`src/rtl/cartBankPkg.sv`:
```
package cartBankPkg;
  localparam int DataW   = 8;
  localparam int OffW    = 16;
  localparam int WinBits = 14;
  localparam int AddrW   = WinBits + 1;
  localparam int BankBit = 0;
  localparam int CfgBit  = 1;
  localparam int LockBit = 7;

  typedef struct packed {
    logic load;
    logic clear;
  } regCtl_t;
endpackage

```
`src/rtl/cartBankCtl.sv`:
```
module cartBankCtl
  import cartBankPkg::*;
(
  input  logic    clk,
  input  logic    rstN,
  input  logic    wrEn,
  input  logic    ioSel1,
  input  logic    locked,
  output regCtl_t ctl
);
  always_comb begin
    ctl.clear = !rstN;
    ctl.load  = rstN && wrEn && ioSel1 && !locked;
  end

  // no load may be issued while the lock is set
  a_r4_no_load_locked: assert property (@(posedge clk) disable iff (!rstN)
    locked |-> !ctl.load);
  // a load needs both the strobe and the select
  a_r6_load_needs_sel: assert property (@(posedge clk) disable iff (!rstN)
    ctl.load |-> (wrEn && ioSel1));
endmodule

```
`src/rtl/cartBankData.sv`:
```
module cartBankData
  import cartBankPkg::*;
(
  input  logic             clk,
  input  logic             rstN,
  input  regCtl_t          ctl,
  input  logic [DataW-1:0] wrData,
  input  logic [OffW-1:0]  hostOffset,
  input  logic             romLoSel,
  input  logic             romHiSel,
  output logic             bankQ,
  output logic             cfgQ,
  output logic             lockQ,
  output logic [AddrW-1:0] romAddr,
  output logic             romValid
);
  always_ff @(posedge clk) begin
    if (ctl.clear) begin
      bankQ <= 1'b0;
      cfgQ  <= 1'b0;
      lockQ <= 1'b0;
    end else if (ctl.load) begin
      bankQ <= wrData[BankBit];
      cfgQ  <= wrData[CfgBit];
      lockQ <= wrData[LockBit];
    end
  end

  always_comb begin
    romAddr  = {bankQ, hostOffset[WinBits-1:0]};
    romValid = romLoSel | romHiSel;
  end

  // lock stays set until reset
  a_r4_lock_sticky: assert property (@(posedge clk) disable iff (!rstN)
    (lockQ && !ctl.clear) |=> lockQ);
  // without load, state holds
  a_r6_hold: assert property (@(posedge clk) disable iff (!rstN)
    (!ctl.load && !ctl.clear) |=> ($stable(bankQ) && $stable(cfgQ) && $stable(lockQ)));
  // top address bit follows bank
  a_r7_addr_bank: assert property (@(posedge clk) disable iff (!rstN)
    romAddr[AddrW-1] == bankQ);
  // valid follows window selects
  a_r8_valid: assert property (@(posedge clk) disable iff (!rstN)
    romValid == (romLoSel || romHiSel));
endmodule

```
`src/rtl/cartBankReg.sv`:
```
module cartBankReg
  import cartBankPkg::*;
(
  input  logic             clk,
  input  logic             rstN,
  input  logic             wrEn,
  input  logic             ioSel1,
  input  logic [7:0]       wrData,
  input  logic             romLoSel,
  input  logic             romHiSel,
  input  logic [15:0]      hostOffset,
  output logic             bankSel,
  output logic             cfgLineA,
  output logic             cfgLineB,
  output logic             locked,
  output logic [14:0]      romAddr,
  output logic             romValid
);
  regCtl_t ctl;
  logic cfgQ;

  cartBankCtl uCtl (
    .clk(clk), .rstN(rstN), .wrEn(wrEn), .ioSel1(ioSel1),
    .locked(locked), .ctl(ctl)
  );

  cartBankData uData (
    .clk(clk), .rstN(rstN), .ctl(ctl), .wrData(wrData),
    .hostOffset(hostOffset), .romLoSel(romLoSel), .romHiSel(romHiSel),
    .bankQ(bankSel), .cfgQ(cfgQ), .lockQ(locked),
    .romAddr(romAddr), .romValid(romValid)
  );

  assign cfgLineA = cfgQ;
  assign cfgLineB = cfgQ;

  // both configuration lines agree
  a_r3_lines_equal: assert property (@(posedge clk) disable iff (!rstN)
    cfgLineA == cfgLineB);
endmodule

```
`config.mk`:
```
export PLATFORM = sky130hd
export DESIGN_NAME = cartBankReg
export DESIGN_NICKNAME = d
export VERILOG_FILES = /design/src/rtl/cartBankPkg.sv /design/src/rtl/cartBankCtl.sv /design/src/rtl/cartBankData.sv /design/src/rtl/cartBankReg.sv
export SDC_FILE = /design/constraint.sdc
export NUM_CORES = 1
export LEC_CHECK = 0
export BUFFER_PORTS_ARGS = -buffer_cell sky130_fd_sc_hd__buf_2
export CAP_MARGIN = 40
export CORE_AREA = 2 2 39 41
export CTS_CLUSTER_DIAMETER = 30
export DETAILED_ROUTE_END_ITERATION = 8
export DIE_AREA = 0 0 41 43
export PLACE_DENSITY = 0.66
export SLEW_MARGIN = 20
export SYNTH_ARGS = -nofsm -noshare
export SYNTH_HDL_FRONTEND = slang
export SYNTH_SLANG_ARGS = --single-unit
```
`constraint.sdc`:
```
create_clock -name clk -period 1.25 [get_ports clk]
set_input_delay 0.375 -clock clk [delete_from_list [all_inputs] [get_ports clk]]
set_output_delay 0.375 -clock clk [all_outputs]
set_load 0.02 [all_outputs]
```
==> flow_metrics.tcl, run 1 <==
set metrics [dict create \
    status "finished, final reports clean" \
    hold_viol 0 \
    grt_pass1_vias 120 \
    holdPathStages 3 \
    ys_seq_elements 3 \
    intPower_mw 0.2471 \
    avgSynthCellArea_um2 8.413 \
    drc_errors 0 \
    critPathMaxFanout 1 \
    clk_path_buf_depth 2 \
    die_w_um 41 \
    cts_num_sinks 3 \
    start_kind "primary input" \
    utilization 0.1799 \
    postCtsSetupRepairBufs 0 \
    clk_pin_slew_ps 40 \
    rrSetupSlack_ps 390 \
    synth_cells 29 \
    grt_antenna_before_repair 0 \
    yosys.cell_types.count 8 \
    slew_headroom 0.9160 \
    hold_start "wrData[1]" \
    syn-num-nets 59 \
    start_util 0.1763 \
    grt_max_degree 6 \
    std_cell_rows 14 \
    overflow 0 \
    tns_ps 0 \
    fmax_mhz 827.6 \
    powerDensity_nw_per_um2 1310 \
    syn_to_final_growth_pct 2.051 \
    dr.first_iter.drc_count 4 \
    period_needed_ps 1208 \
    core_um2 1384 \
    ir_worst_vdd_uv 275.3 \
    tightest_slew_ps 122.6 \
    clock_power_share 0.517 \
    viasPerCell 3.468 \
    pwr-share-seq 0.321 \
    rsz0062_at_grt "no" \
    netlist.area_leader.share 0.4923 \
    fin_crit_sh 0.9666 \
    place_area_um2 214.0 \
    post_drt_wl_per_cell_um 8.979 \
    io_buffers 14 \
    die-area_um2 1763 \
    ioPinCount 50 \
    cts_root_buf "clkbuf_4" \
    cts_tree "built" \
    nets 62 \
    hold_buffers 0 \
    gp_congestion 0.5302 \
    path_class "in2out" \
    grt_use_total 0.05115 \
    yosys-top-cells-area "buf_4 (49%), dfxtp_1 (25%), mux2i_1 (8.2%)" \
    diodes 0 \
    switching_share 0.2424 \
    die_h_um 43 \
    timing.rr.start "uData.lockQ" \
    yosysSeqAreaShare 0.2462 \
    postRouteAntennaNets 0 \
    clkLatencyLatePin_ps 230 \
    setup_violations 0 \
    yosys_warnings 0 \
    layout_common_cells "buf_2 (13), nand2_1 (4), clkbuf_4 (3), dfxtp_1 (3), mux2i_1 (2)" \
    drv_cap 0 \
    worstReg2RegEnd "uData.cfgQ" \
    post_cts_resized 3 \
    syn-cell-area_um2 244.0 \
    vias 163 \
    cts_buffers 3 \
    skew_ps 2.994 \
    ctsHtreeMaxLevel 1 \
    min_to "uData.cfgQ" \
    final_common_cell "buf_2" \
    pwr-share-comb 0.163 \
    stdcell_area_um2 249.0 \
    maxSlewViolCount 0 \
    worstHoldPathType "in2reg" \
    rr_worst_depth 2 \
    drive_gt1_frac 0.6129 \
    wl_um 422 \
    worst_ep_required_time_ps 880 \
    drt_pass1_iterations 4 \
    end_kind "primary output" \
    grt_pass1_wl_um 483 \
    power_switching_mw 0.07905 \
    p_leak_nw 0.1286 \
    yosys.area.top_type "buf_4" \
    cp.arrival_ps 830 \
]
==> flip-flops by register name (all words and copies together) (netlist names) <==
signal	cells
uData.cfgQ	1
uData.bankQ	1
uData.lockQ	1
==> kinds of logic after synthesis <==
family / synth area share
mux: 0.08205
flops: 0.2462
simple gates: 0.1539
buf+inv: 0.4923
compound gates: 0.02566
==> critical path, cell delays in order <==
cell	delay, ps
buf_2	100
or2_4	230
buf_6	130
==> metrics by stage <==
stage | instances | worst slack, ps | power (mW) | hold WS, ps
after global placement | 43 | -23.48 | 0.1550 | 456.9
after global routing | 47 | 24.83 | 0.3516 | 395.1
final | 47 | 41.71 | 0.3261 | 398.5
after floorplan | 29 | 162.6 | 0.2008 | 503.2
after CTS | 47 | 43.50 | 0.3373 | 388.2
after detailed placement | 43 | -21.25 | 0.1558 | 468.8
==> cell type report <==
cell class,count,area [um2]
Fill cell,150,1135
Timing Repair Buffer,14,76.32
Multi-Input combinational cell,10,66.31
Sequential cell,3,60.06
Clock buffer,4,26.28
Tap cell,16,20.02
==> synth_stat cells <==
cell and number:
buf_4 16, nand2_1 4, dfxtp_1 3, mux2i_1 2, a31oi_1 1, and3b_2 1, nor2b_1 1, or2_2 1
==> worst max path at each step <==
stage	end	cells after the start	from	slack, ps
2_1_floorplan	romValid	1	romHiSel	160
3_3_place_gp	romValid	3	romHiSel	-20
3_5_place_dp	romValid	3	romHiSel	-20
4_1_cts	romValid	3	romHiSel	40
5_1_grt	romValid	3	romHiSel	20
6_report	romValid	3	romHiSel	40
==> layer usage <==
metal,vias up,part of all wire,wire [um],global-route usage
met5,-,0,0,0
met4,0,0.014,6,0.07333
met3,2,0.24,102,0.06283
met2,22,0.34,143,0.03438
met1,60,0.40,170,0.05449
li1,79,-,-,-
==> power groups by stage <==
stage / Combinational (mW) / Clock, mW / Sequential, mW
6_report: 0.0530 / 0.169 / 0.105
3_5_place_dp: 0.0498 / 0 / 0.106
3_3_place_gp: 0.0493 / 0 / 0.106
4_1_cts: 0.0534 / 0.179 / 0.105
2_1_floorplan: 0.0886 / 0 / 0.112
5_1_grt: 0.0582 / 0.188 / 0.105
Note: power is estimated with default switching activity, not from simulation.
==> inputs of run 2 (changes only) <==
- SLEW_MARGIN: 20 -> default
- SYNTH_HIERARCHICAL: default -> 1
==> run 2 against run 1 <==
Core utilization is 0.18 points lower. Clock skew is 2.3 ps lower. Highest routed layer unchanged. Combinational power is 20% lower. Register-to-register slack worse by 160 ps. Count of clock-buffer cells in the layout stayed put. Critical endpoint unchanged.
==> flow_metrics.tcl, run 2 <==
set metrics [dict create \
    drv_cap 0 \
    powerDensity_nw_per_um2 1262 \
    die_h_um 43 \
    clk_pin_slew_ps 40 \
    synth_cells 28 \
    top_regs "uData/bankQ (1), uData/cfgQ (1), uData/lockQ (1)" \
    syn_to_final_growth_pct 2.072 \
    pwr-share-comb 0.136 \
    drc_errors 0 \
    worstHoldPathType "in2reg" \
    yosys.area.top_type "buf_4" \
    die_w_um 41 \
    start_util 0.1745 \
    yosys-top-cells-area "buf_4 (50%), dfxtp_1 (25%), mux2i_1 (12%)" \
    layout_common_cells "buf_2 (13), clkbuf_4 (3), mux2i_1 (3), nor2_1 (3), dfxtp_1 (3)" \
    post-place-ws_ps -20.89 \
    synth-main-ff-cell "dfxtp_1" \
    synth_xor_xnor_area_share 0 \
    grt_use_total 0.04805 \
    gp_congestion 0.4368 \
    cts_tree "built" \
    yosys_warnings 6 \
    dr.first_iter.drc_count 0 \
    grt_max_degree 4 \
    drive_gt1_frac 0.6000 \
    skew_ps 0.6721 \
    utilization 0.1781 \
    postRouteAntennaNets 0 \
    clock_power_share 0.537 \
    holdPathStages 3 \
    nets 61 \
    cts_root_buf "clkbuf_4" \
    syn-num-nets 58 \
    cp.arrival_ps 830 \
    grt_pass1_wl_um 448 \
    intPower_mw 0.2414 \
    core_um2 1384 \
    fin_hold_ws_ps 389.8 \
    ctsHtreeMaxLevel 1 \
    io_buffers 14 \
    viasPerCell 3.543 \
    power_switching_mw 0.06962 \
    cts_buffers 3 \
    synth_compound_area_frac 0 \
    hold_buffers 0 \
    grt_antenna_before_repair 0 \
    drt_pass1_iterations 1 \
    rsz0062_at_grt "no" \
    grt_pass1_vias 146 \
    period_needed_ps 1208 \
    end_kind "primary output" \
    ir_worst_vdd_uv 184.3 \
    netlist.area_leader.share 0.4974 \
    cts_num_sinks 3 \
    critPathMaxFanout 1 \
    path_class "in2out" \
    post_cts_resized 3 \
    p_leak_nw 0.1304 \
    final_common_cell "buf_2" \
    rrSetupSlack_ps 230 \
    fmax_mhz 828.0 \
    synth_edf_count 0 \
    switching_share 0.2238 \
    maxSlewViolCount 0 \
    pwr-share-seq 0.327 \
    ioPinCount 50 \
    yosys.cell_types.count 7 \
    seq_area_um2 60.06 \
    yosysSeqAreaShare 0.2487 \
    post_drt_wl_per_cell_um 7.957 \
    std_cell_rows 14 \
    slew_headroom 0.9047 \
    worst_ep_required_time_ps 880 \
    synthMuxAreaShare 0.1244 \
    multi_input_area_um2 60.06 \
    wl_um 366 \
    setup_slack_ps 42.24 \
    postCtsSetupRepairBufs 0 \
    overflow 0 \
    avgSynthCellArea_um2 8.624 \
    tightest_slew_ps 139.0 \
    synthSimpleGateAreaFrac 0.1140 \
    synth.most_common_cell "buf_4" \
    vias 163 \
    fillCellCount 155 \
    synth_common_cells "buf_4 (16), dfxtp_1 (3), mux2i_1 (3), nor2_1 (3)" \
    status "finished, final reports clean" \
    rr_worst_depth 3 \
    start_kind "primary input" \
    clkLatencyLatePin_ps 230 \
    synth_fa_ha_area_frac 0 \
    fin_crit_sh 0.9662 \
    setup_violations 0 \
    synth_top_family_by_area "buffers and inverters" \
    syn-cell-area_um2 241.5 \
    diodes 0 \
    ys_seq_elements 3 \
    hold_viol 0 \
    die-area_um2 1763 \
    clk_path_buf_depth 2 \
    async_reset_ff_frac 0 \
]
==> run 2: cell families after synthesis <==
group                  count (synthesis)
DFF                                    3
muxes                                  3
buffers and inverters                 17
and+or+nand+nor                        5
==> run 2: final timing paths <==
| path | start | to |
|---|---|---|
| worst max-delay path | romHiSel | romValid |
| worst min-delay path | wrData[7] | uData/lockQ |
| worst max register to register | uData/lockQ | uData/cfgQ |
| worst min register to register | uData/lockQ | uData/lockQ |
==> run 2: cell type report <==
type / count / share of cell area
multi-input cells: 8 / 0.2437
inverters: 1 / 0.01523
repair buffers: 14 / 0.3096
flip-flops and latches: 3 / 0.2437
well taps: 16 / 0.08122
clock buffers: 4 / 0.1066
==> run 2: layer usage <==
layer	GRT usage	up-vias	wire, um
met2	0.05625	13	178
li1	-	77	-
met1	0.02229	71	111
met5	0	-	0
met4	0.1267	0	12
met3	0.02094	2	63
==> run 2: power groups by stage <==
stage               Combinational [mW]  Clock, mW  Sequential (mW)
floorplan                       0.0840          0            0.107
global placement                0.0387          0            0.103
detailed placement              0.0389          0            0.103
CTS                             0.0427      0.179            0.102
global route                    0.0469      0.183            0.102
finish                          0.0424      0.167            0.102
==> run 2: worst max-delay path: stages <==
cell,delay (ps)
buf_2,90
or2_4,240
buf_6,130
==> run 2: metrics by stage <==
step | cell area, um2 | cells | total power [mW] | TNS, ps
2_1_floorplan | 241.5 | 28 | 0.1912 | 0
3_3_place_gp | 211.5 | 42 | 0.1416 | -21.90
3_5_place_dp | 211.5 | 42 | 0.1422 | -20.89
4_1_cts | 246.5 | 46 | 0.3235 | 0
5_1_grt | 246.5 | 46 | 0.3319 | 0
6_report | 246.5 | 46 | 0.3110 | 0
